File: config.mk
export PLATFORM = sky130hd
export DESIGN_NAME = txbuf_dma_fill
export DESIGN_NICKNAME = d
export VERILOG_FILES = /design/src/rtl/txbuf_dma_pkg.sv /design/src/rtl/txbuf_dma_sync.sv /design/src/rtl/txbuf_dma_store.sv /design/src/rtl/txbuf_dma_ctrl.sv /design/src/rtl/txbuf_dma_fill.sv
export SDC_FILE = /design/constraint.sdc
export NUM_CORES = 1
export LEC_CHECK = 0
export BUFFER_PORTS_ARGS = -buffer_cell sky130_fd_sc_hd__buf_2
export CORE_MARGIN = 1
export CORE_UTILIZATION = 45
export DETAILED_ROUTE_END_ITERATION = 8
export HOLD_SLACK_MARGIN = 0.03
export SYNTH_ARGS = -nofsm -noshare
export SYNTH_HDL_FRONTEND = slang
export SYNTH_SLANG_ARGS = --single-unit
File: constraint.sdc
create_clock -name clk -period 3 [get_ports clk]
set_clock_uncertainty 0.15 [all_clocks]
set_input_delay 0 -clock clk [delete_from_list [all_inputs] [get_ports clk]]
set_output_delay 0 -clock clk [all_outputs]
set_load 0.05 [all_outputs]
File: src/rtl/txbuf_dma_pkg.sv
package txbuf_dma_pkg;
  typedef enum logic [1:0] {
    XS_IDLE = 2'd0,
    XS_BUSY = 2'd1,
    XS_DRAIN = 2'd2
  } xfer_state_t;
endpackage

File: src/rtl/txbuf_dma_sync.sv
module txbuf_dma_sync #(
  parameter int W      = 2,
  parameter int STAGES = 2,
  parameter logic [W-1:0] RST_VAL = '1
) (
  input  logic         clk,
  input  logic         rst,
  input  logic [W-1:0] async_in,
  output logic [W-1:0] sync_out
);
  logic [W-1:0] stg [STAGES];

  genvar g;
  generate
    for (g = 0; g < STAGES; g++) begin : g_stage
      if (g == 0) begin : g_first
        always_ff @(posedge clk) begin
          if (rst) stg[0] <= RST_VAL;
          else     stg[0] <= async_in;
        end
      end else begin : g_next
        always_ff @(posedge clk) begin
          if (rst) stg[g] <= RST_VAL;
          else     stg[g] <= stg[g-1];
        end
      end
    end
  endgenerate

  assign sync_out = stg[STAGES-1];
endmodule

File: src/rtl/txbuf_dma_store.sv
module txbuf_dma_store #(
  parameter int DW    = 8,
  parameter int DEPTH = 16,
  localparam int AW   = $clog2(DEPTH),
  localparam int PW   = AW + 1
) (
  input  logic          clk,
  input  logic          rst,
  input  logic          we,
  input  logic [DW-1:0] wdata,
  input  logic          clr,
  input  logic [AW-1:0] rd_addr,
  output logic [PW-1:0] wr_ptr,
  output logic [DW-1:0] rd_data
);
  logic [DW-1:0] mem [DEPTH];

  always_ff @(posedge clk) begin
    if (we) mem[wr_ptr[AW-1:0]] <= wdata;
    rd_data <= mem[rd_addr];
  end

  always_ff @(posedge clk) begin
    if (rst)      wr_ptr <= '0;
    else if (clr) wr_ptr <= '0;
    else if (we)  wr_ptr <= wr_ptr + PW'(1);
  end

  assert_no_overflow_R6: assert property (@(posedge clk) disable iff (rst)
    wr_ptr <= PW'(DEPTH));
  assert_write_room_R6: assert property (@(posedge clk) disable iff (rst)
    we |-> (wr_ptr < PW'(DEPTH)));
  assert_ptr_step_R3: assert property (@(posedge clk) disable iff (rst)
    (wr_ptr != $past(wr_ptr)) |-> ((wr_ptr == $past(wr_ptr) + PW'(1)) || (wr_ptr == '0)));
endmodule

File: src/rtl/txbuf_dma_ctrl.sv
module txbuf_dma_ctrl
  import txbuf_dma_pkg::*;
#(
  parameter int DEPTH = 16,
  localparam int PW   = $clog2(DEPTH) + 1
) (
  input  logic          clk,
  input  logic          rst,
  input  logic          enable,
  input  logic [PW-1:0] xfer_len,
  input  logic          buf_clr,
  input  logic          ack_s,
  input  logic          wr_s,
  input  logic [PW-1:0] wr_ptr,
  output logic          dma_req,
  output logic          done,
  output logic          we,
  output logic          clr
);
  xfer_state_t st;
  logic          wr_q;
  logic [PW-1:0] len_q;
  logic [PW-1:0] cnt_q;
  logic          wr_fall;
  logic          full;
  logic          last;

  assign wr_fall = wr_q & ~wr_s;
  assign full    = (wr_ptr == PW'(DEPTH));
  assign we      = (st == XS_BUSY) && wr_fall && !ack_s;
  assign clr     = buf_clr && (st == XS_IDLE);
  assign last    = (wr_ptr == PW'(DEPTH - 1)) ||
                   ((len_q != '0) && (cnt_q + PW'(1) == len_q));

  always_ff @(posedge clk) begin
    if (rst) begin
      st      <= XS_IDLE;
      dma_req <= 1'b0;
      done    <= 1'b0;
      wr_q    <= 1'b1;
      len_q   <= '0;
      cnt_q   <= '0;
    end else begin
      done <= 1'b0;
      wr_q <= wr_s;
      case (st)
        XS_IDLE: begin
          if (enable && !full && ack_s) begin
            st      <= XS_BUSY;
            dma_req <= 1'b1;
            len_q   <= xfer_len;
            cnt_q   <= '0;
          end
        end
        XS_BUSY: begin
          if (we) begin
            cnt_q <= cnt_q + PW'(1);
            if (last) begin
              dma_req <= 1'b0;
              st      <= XS_DRAIN;
            end
          end
        end
        XS_DRAIN: begin
          if (ack_s) begin
            done <= 1'b1;
            st   <= XS_IDLE;
          end
        end
        default: st <= XS_IDLE;
      endcase
    end
  end

  assert_req_rise_R2: assert property (@(posedge clk) disable iff (rst)
    $rose(dma_req) |-> ($past(enable) && $past(ack_s)));
  assert_req_fall_in_strobe_R5: assert property (@(posedge clk) disable iff (rst)
    $fell(dma_req) |-> $past(!wr_s));
  assert_hold_until_ack_R7: assert property (@(posedge clk) disable iff (rst)
    ((st == XS_DRAIN) && !ack_s) |=> !dma_req);
  assert_done_pulse_R8: assert property (@(posedge clk) disable iff (rst)
    done |=> !done);
  assert_idle_no_enable_R10: assert property (@(posedge clk) disable iff (rst)
    ((st == XS_IDLE) && !enable) |=> !dma_req);
endmodule

File: src/rtl/txbuf_dma_fill.sv
module txbuf_dma_fill #(
  parameter int DW     = 8,
  parameter int DEPTH  = 16,
  parameter int STAGES = 2,
  localparam int AW    = $clog2(DEPTH),
  localparam int PW    = AW + 1
) (
  input  logic          clk,
  input  logic          rst,
  input  logic          enable,
  input  logic [PW-1:0] xfer_len,
  input  logic          buf_clr,
  output logic          dma_req,
  input  logic          dma_ack_n,
  input  logic          dma_wr_n,
  input  logic [DW-1:0] dma_data,
  output logic          done,
  output logic [PW-1:0] wr_ptr,
  input  logic [AW-1:0] rd_addr,
  output logic [DW-1:0] rd_data
);
  logic [1:0] sync_o;
  logic       we;
  logic       clr;

  txbuf_dma_sync #(.W(2), .STAGES(STAGES), .RST_VAL(2'b11)) u_sync (
    .clk      (clk),
    .rst      (rst),
    .async_in ({dma_ack_n, dma_wr_n}),
    .sync_out (sync_o)
  );

  txbuf_dma_ctrl #(.DEPTH(DEPTH)) u_ctrl (
    .clk      (clk),
    .rst      (rst),
    .enable   (enable),
    .xfer_len (xfer_len),
    .buf_clr  (buf_clr),
    .ack_s    (sync_o[1]),
    .wr_s     (sync_o[0]),
    .wr_ptr   (wr_ptr),
    .dma_req  (dma_req),
    .done     (done),
    .we       (we),
    .clr      (clr)
  );

  txbuf_dma_store #(.DW(DW), .DEPTH(DEPTH)) u_store (
    .clk     (clk),
    .rst     (rst),
    .we      (we),
    .wdata   (dma_data),
    .clr     (clr),
    .rd_addr (rd_addr),
    .wr_ptr  (wr_ptr),
    .rd_data (rd_data)
  );
endmodule

* Yosys cells after proc, flatten, opt, wreduce, memory -nomap -nowiden
Memories as Yosys holds them, arrays and structs flattened. A register that Yosys moved wholly into a read port is not among the register bits.
Cells that the tools add are included.
W data, S select, Z words.
** Operators by class
- Add/sub/neg operators :: 2
- Equal/unequal tests :: 9
- Muxes and demuxes :: 20
- Bitwise operators :: 5
- Reductions and logical operators :: 18
** Operators by type and width (count)
- $mux W2 :: 6
- $add A5 B1 Y5 const B :: 2
- $mux W5 :: 2
- $pmux W5 S2 :: 1
- $mux W1 :: 9
- $reduce_and A4 Y1 :: 2
- $logic_and A1 B1 Y1 :: 6
- $pmux W2 S3 :: 1
- $eq A5 B4 Y1 const B :: 1
- $eq A5 B5 Y1 :: 1
- $eq A5 B5 Y1 const B :: 1
- $reduce_bool A5 Y1 :: 1
- $ne A2 B1 Y1 const B :: 2
- $ne A2 B2 Y1 const B :: 2
- $reduce_or A2 Y1 :: 2
- $reduce_and A3 Y1 :: 1
- $eq A2 B1 Y1 const B :: 1
- $eq A2 B2 Y1 const B :: 1
- $logic_not A1 Y1 :: 2
- $logic_not A2 Y1 :: 1
- $not A1 Y1 :: 2
- $or A1 B1 Y1 :: 2
- $pmux W1 S2 :: 1
- $reduce_and A2 Y1 :: 1
- 3 further kinds :: 3
** Storage, ports and cells
- Bits in registers :: 20
- RAM bits :: 132
- Input port bits :: 23
- Output and inout port bits :: 15
- Word-level logic and storage cells :: 63
- Memories :: 2
** Memory list
- u_store.mem :: words 16, bits a word 8, rd ports 1, clocked after Yosys merged registers in 1, write ports 1, RTL line txbuf_dma_store.sv:16 : logic [DW-1:0] mem [DEPTH];
- u_sync.stg :: words 2, bits a word 2, rd ports 2, clocked after Yosys merged registers in 0, write ports 2, RTL line txbuf_dma_sync.sv:11 : logic [W-1:0] stg [STAGES];

* Logic depth before layout (Yosys ltp)
- Word-level depth :: 7
- Gate-level depth with buffers :: 7
- Depth with buffers taken out :: 7

* Modules after synthesis
A second synthesis with hierarchy kept.
** Second synthesis, totals
- Cell total of the unflattened synthesis :: 351
- Area total of the unflattened synthesis :: 6364.9 um^2
** By module, submodules not included
- txbuf_dma_store :: instances 1, cells an instance 253, area an instance 5425.2 um^2
- txbuf_dma_ctrl :: instances 1, cells an instance 90, area an instance 834.6 um^2
- txbuf_dma_sync :: instances 1, cells an instance 8, area an instance 105.1 um^2

* Worst setup path after synthesis
OpenSTA, ideal clock, no wires.
- Path type :: reg2reg
- Start point :: memory u_sync.stg[1][1]
- End point :: memory u_store.mem[4][0], enable pin
- Setup time :: 0.370 ns
- Arrival :: 1.684 ns
- Setup slack :: 0.795 ns
- Stages on the path, launching flop included :: 7
- Path buffers :: 2
- Period minus slack after synthesis :: 2.205 ns
- Cells stage by stage :: dfxtp_1 > nor3b_1 > and2_1 > clkbuf_1 > buf_2 > nand2_1 > nor2_1
** RTL lines (RTL line)
- start, declared :: txbuf_dma_sync.sv:11
- end, declared :: txbuf_dma_store.sv:16

* Worst setup path after layout
- Start point :: register u_store.wr_ptr[2]
- End point :: register u_ctrl.len_q[3]
** On the way
- Word-level cells in the longest chain between the ends :: 5
** RTL lines
- start, declared :: RTL line txbuf_dma_store.sv:13 : output logic [PW-1:0] wr_ptr,
- start signal, assigned :: RTL line txbuf_dma_store.sv:26 : else if (we) wr_ptr <= wr_ptr + PW'(1);
- $eq A5 B5 Y1 :: RTL line txbuf_dma_ctrl.sv:29 : assign full = (wr_ptr == PW'(DEPTH));
- $logic_not A1 Y1 :: RTL line txbuf_dma_ctrl.sv:48 : if (enable && !full && ack_s) begin
- $logic_and A1 B1 Y1 (2 in a row) :: RTL line txbuf_dma_ctrl.sv:48
- $reduce_and A2 Y1 (no source line)
- end signal, assigned :: RTL line txbuf_dma_ctrl.sv:51 : len_q <= xfer_len;
- end, declared :: RTL line txbuf_dma_ctrl.sv:22 : logic [PW-1:0] len_q;
No other way between the ends.
A chain may end at the register's enable or synchronous reset.

==> metrics <==
outcome complete, no violations; Detailed Route WL around 12 mm; Port Buffers 37; Critical Path, Cell by Cell or2_1 > o211ai_4 > mux2i_1 > nor2_1 > dlygate4sd3_1; Via density between 5 and 6; RePlAce Congestion 0.758; largest net degree at the start of global routing 33; Hold Path Stages 1; placed cell area 6750 sq um; top cell type's share of synthesized area between 60% and 70%; Die H ~120 um; Netlist Area Pre-Place roughly 6300 sq um; P&R area growth vs syn 20.7%; Overflow after GRT 0; DR pass1 iterations 4; Hold WS between 0.2 and 0.3 ns; Final Max Tran Viols 0; crit path kind reg2reg; Residual DRC 0; Critical-path top delay cell dlygate4sd3_1; Post-synth EDFFs 128; Worst-Margin Slew around 0.8 ns; Final #Nets approximately 450; Post-Synthesis Cells ~330; leakage roughly 2.7 nW; syn_nets 360; RSZ-0062 raised after global routing false; Rel. slew slack 46.5%; CP startpoint kind register; Post-synth top cells 128 x edfxtp_1, 33 x nor2_1, 32 x dfxtp_1; Final period util between 70% and 80%; minimum clock period ~2.3 ns; HPWL Detailed between 8 and 9 mm; cell taking the most area after synthesis edfxtp_1; register bit total from synthesis 160; Critical Path AT roughly 2.4 ns; CTS tree yes; Finish-stage setup viols 0; most frequent cell after synthesis edfxtp_1; first-pass GRT wire length ~19 mm; H-tree depth 4; Root Driver clkbuf_16; initial antenna violation count 0; worst ir drop on vdd ~330 uV; Synth async-reset ratio 0%; Initial Utilization around 47%; Detailed Route Iter0 Violations approximately 270; CP max FO 9; IO Count 38; R2R depth 5; total negative setup slack 0 ns; layout cells sized above 1 between 20% and 30%; Finished Core Util 56.4%; crit end category register; FP Rows 42; CTS Buf Count 17; vias in the first global route 3290; clk_lat worst skew 0.41 ns; Die W 120 um; global router's overall resource usage between 10% and 20%; DRT antenna net count 0; Hold Crit Class reg2reg; Worst Path Required between 3 and 4 ns; Final Hold Vio Count 0; synth top area cells edfxtp_1 61%, dfxtp_1 10%, mux4_1 10%; synthesized area per cell around 19 sq um; clk slew on worst S/H paths ~0.06 ns; post-synthesis sequential area ratio approximately 70%; Final Cell Area roughly 7600 sq um; maxcap violations 0; via count 3232; Max stage delay on crit path between 0.5 and 0.6 ns; # fillers 1087; Die Area around 14000 sq um; Peak Freq ~440 MHz; ANT cells 0; Wirelength per Cell approximately 20 um; library cells used by synthesis just over 40; pwr/cell area 621 nW/um^2; Synth Warn # 0; core footprint between 10000 and 15000 sq um; CTS Sinks 160; Longest Clk Path Bufs 2; Most used DFF post-synth edfxtp_1
## layout make-up
class	count	area (sq um)	area share (%)
Sequential cell	160	4480	59.1
Multi-Input combinational cell	152	1680	22.2
Timing Repair Buffer	86	623	8.21
Clock buffer	17	425	5.61
Tap cell	176	220	2.90
Clock inverter	15	135	1.78
Inverter	5	18.8	0.247
## cells by family (layout without fill, tap and decap cells)
kind of cell	Yosys count	count (layout)	synth area share [%]
simple gates	71	71	5.22
xor+xnor	10	10	1.39
compound gates	19	19	2.25
fa+ha+maj	6	6	1.19
flops	160	160	71.3
buf+inv	19	123	1.89
mux	46	46	16.7
## state kept, by name (all words and copies together) (netlist names)
| register | count |
|---|---|
| u_sync.stg | 4 |
| u_store.rd_data | 8 |
| u_store.wr_ptr | 5 |
| u_ctrl.done | 1 |
| u_ctrl.cnt_q | 5 |
| u_ctrl.st | 2 |
| u_ctrl.len_q | 5 |
| u_store.mem | 128 |
| u_ctrl.dma_req | 1 |
| u_ctrl.wr_q | 1 |
## where the power goes
part           total (W)  internal, W  switching (W)
Clock            0.00202      0.00115       0.000870
Combinational   0.000264     0.000116       0.000149
Sequential       0.00242      0.00241      0.0000103
## layout by cell type, fill, tap and decap left out, drive strengths merged, types with 2 or more instances in the layout
cell type and count:
a21o 2, a21oi 7, and2 3, buf 58
clkbuf 17, clkinv 6, clkinvlp 2, dfxtp 32
dlygate4sd3 28, edfxtp 128, ha 6, inv 11
mux2i 6, mux4 40, nand2 14, nand2b 2
nand3 3, nor2 33, nor3 2, nor4 2
o21ai 2, or2 6, xnor2 5, xor2 5
## what timing repair did
item / CTS / global route
endpoints found under the hold margin: 160 / 0
setup buffers: 0 / 0
hold buffers: 28 / 0
gates resized for setup: 0 / 0
## path summary, 6_finish.rpt
check                                                    start                      endpoint  slack [ns]
worst max-delay path            u_store.wr_ptr[2]$_SDFFE_PP0P_  u_ctrl.len_q[3]$_SDFFE_PP0P_        0.72
worst min-delay path               u_sync.stg[0][0]$_SDFF_PP1_   u_sync.stg[1][0]$_SDFF_PP1_        0.26
worst max register to register  u_store.wr_ptr[2]$_SDFFE_PP0P_  u_ctrl.len_q[3]$_SDFFE_PP0P_        0.72
worst min register to register     u_sync.stg[0][0]$_SDFF_PP1_   u_sync.stg[1][0]$_SDFF_PP1_        0.26
## metrics by stage
step           power (W)  setup slack [ns]  cells
2_1_floorplan    0.00263             0.795    331
3_3_place_gp     0.00271             0.831    551
3_5_place_dp     0.00271             0.756    551
4_1_cts          0.00476             0.724    611
5_1_grt          0.00487             0.565    611
6_report         0.00471             0.718    611
## routing by layer
layer  routed length, um  vias to the layer above  share of wire [%]  global-route usage, %
li1                    -                     1506                  -                      -
met1                5320                     1635                 44                   25.0
met2                6050                       80                 50                   29.8
met3                 621                       11                5.1                   4.29
met4                 178                        0                1.5                   8.59
met5                   0                        -                  0                      0
## worst max-delay path: cells and delay by family (launching register included)
kind                   cells  cell delay [ns]
AO/OA/AOI/OAI              1             0.41
buffers and inverters      1             0.57
flip-flops                 1             0.39
multiplexers               1             0.24
AND/OR/NAND/NOR            2             0.42
Power figures use the tool's default switching activity.
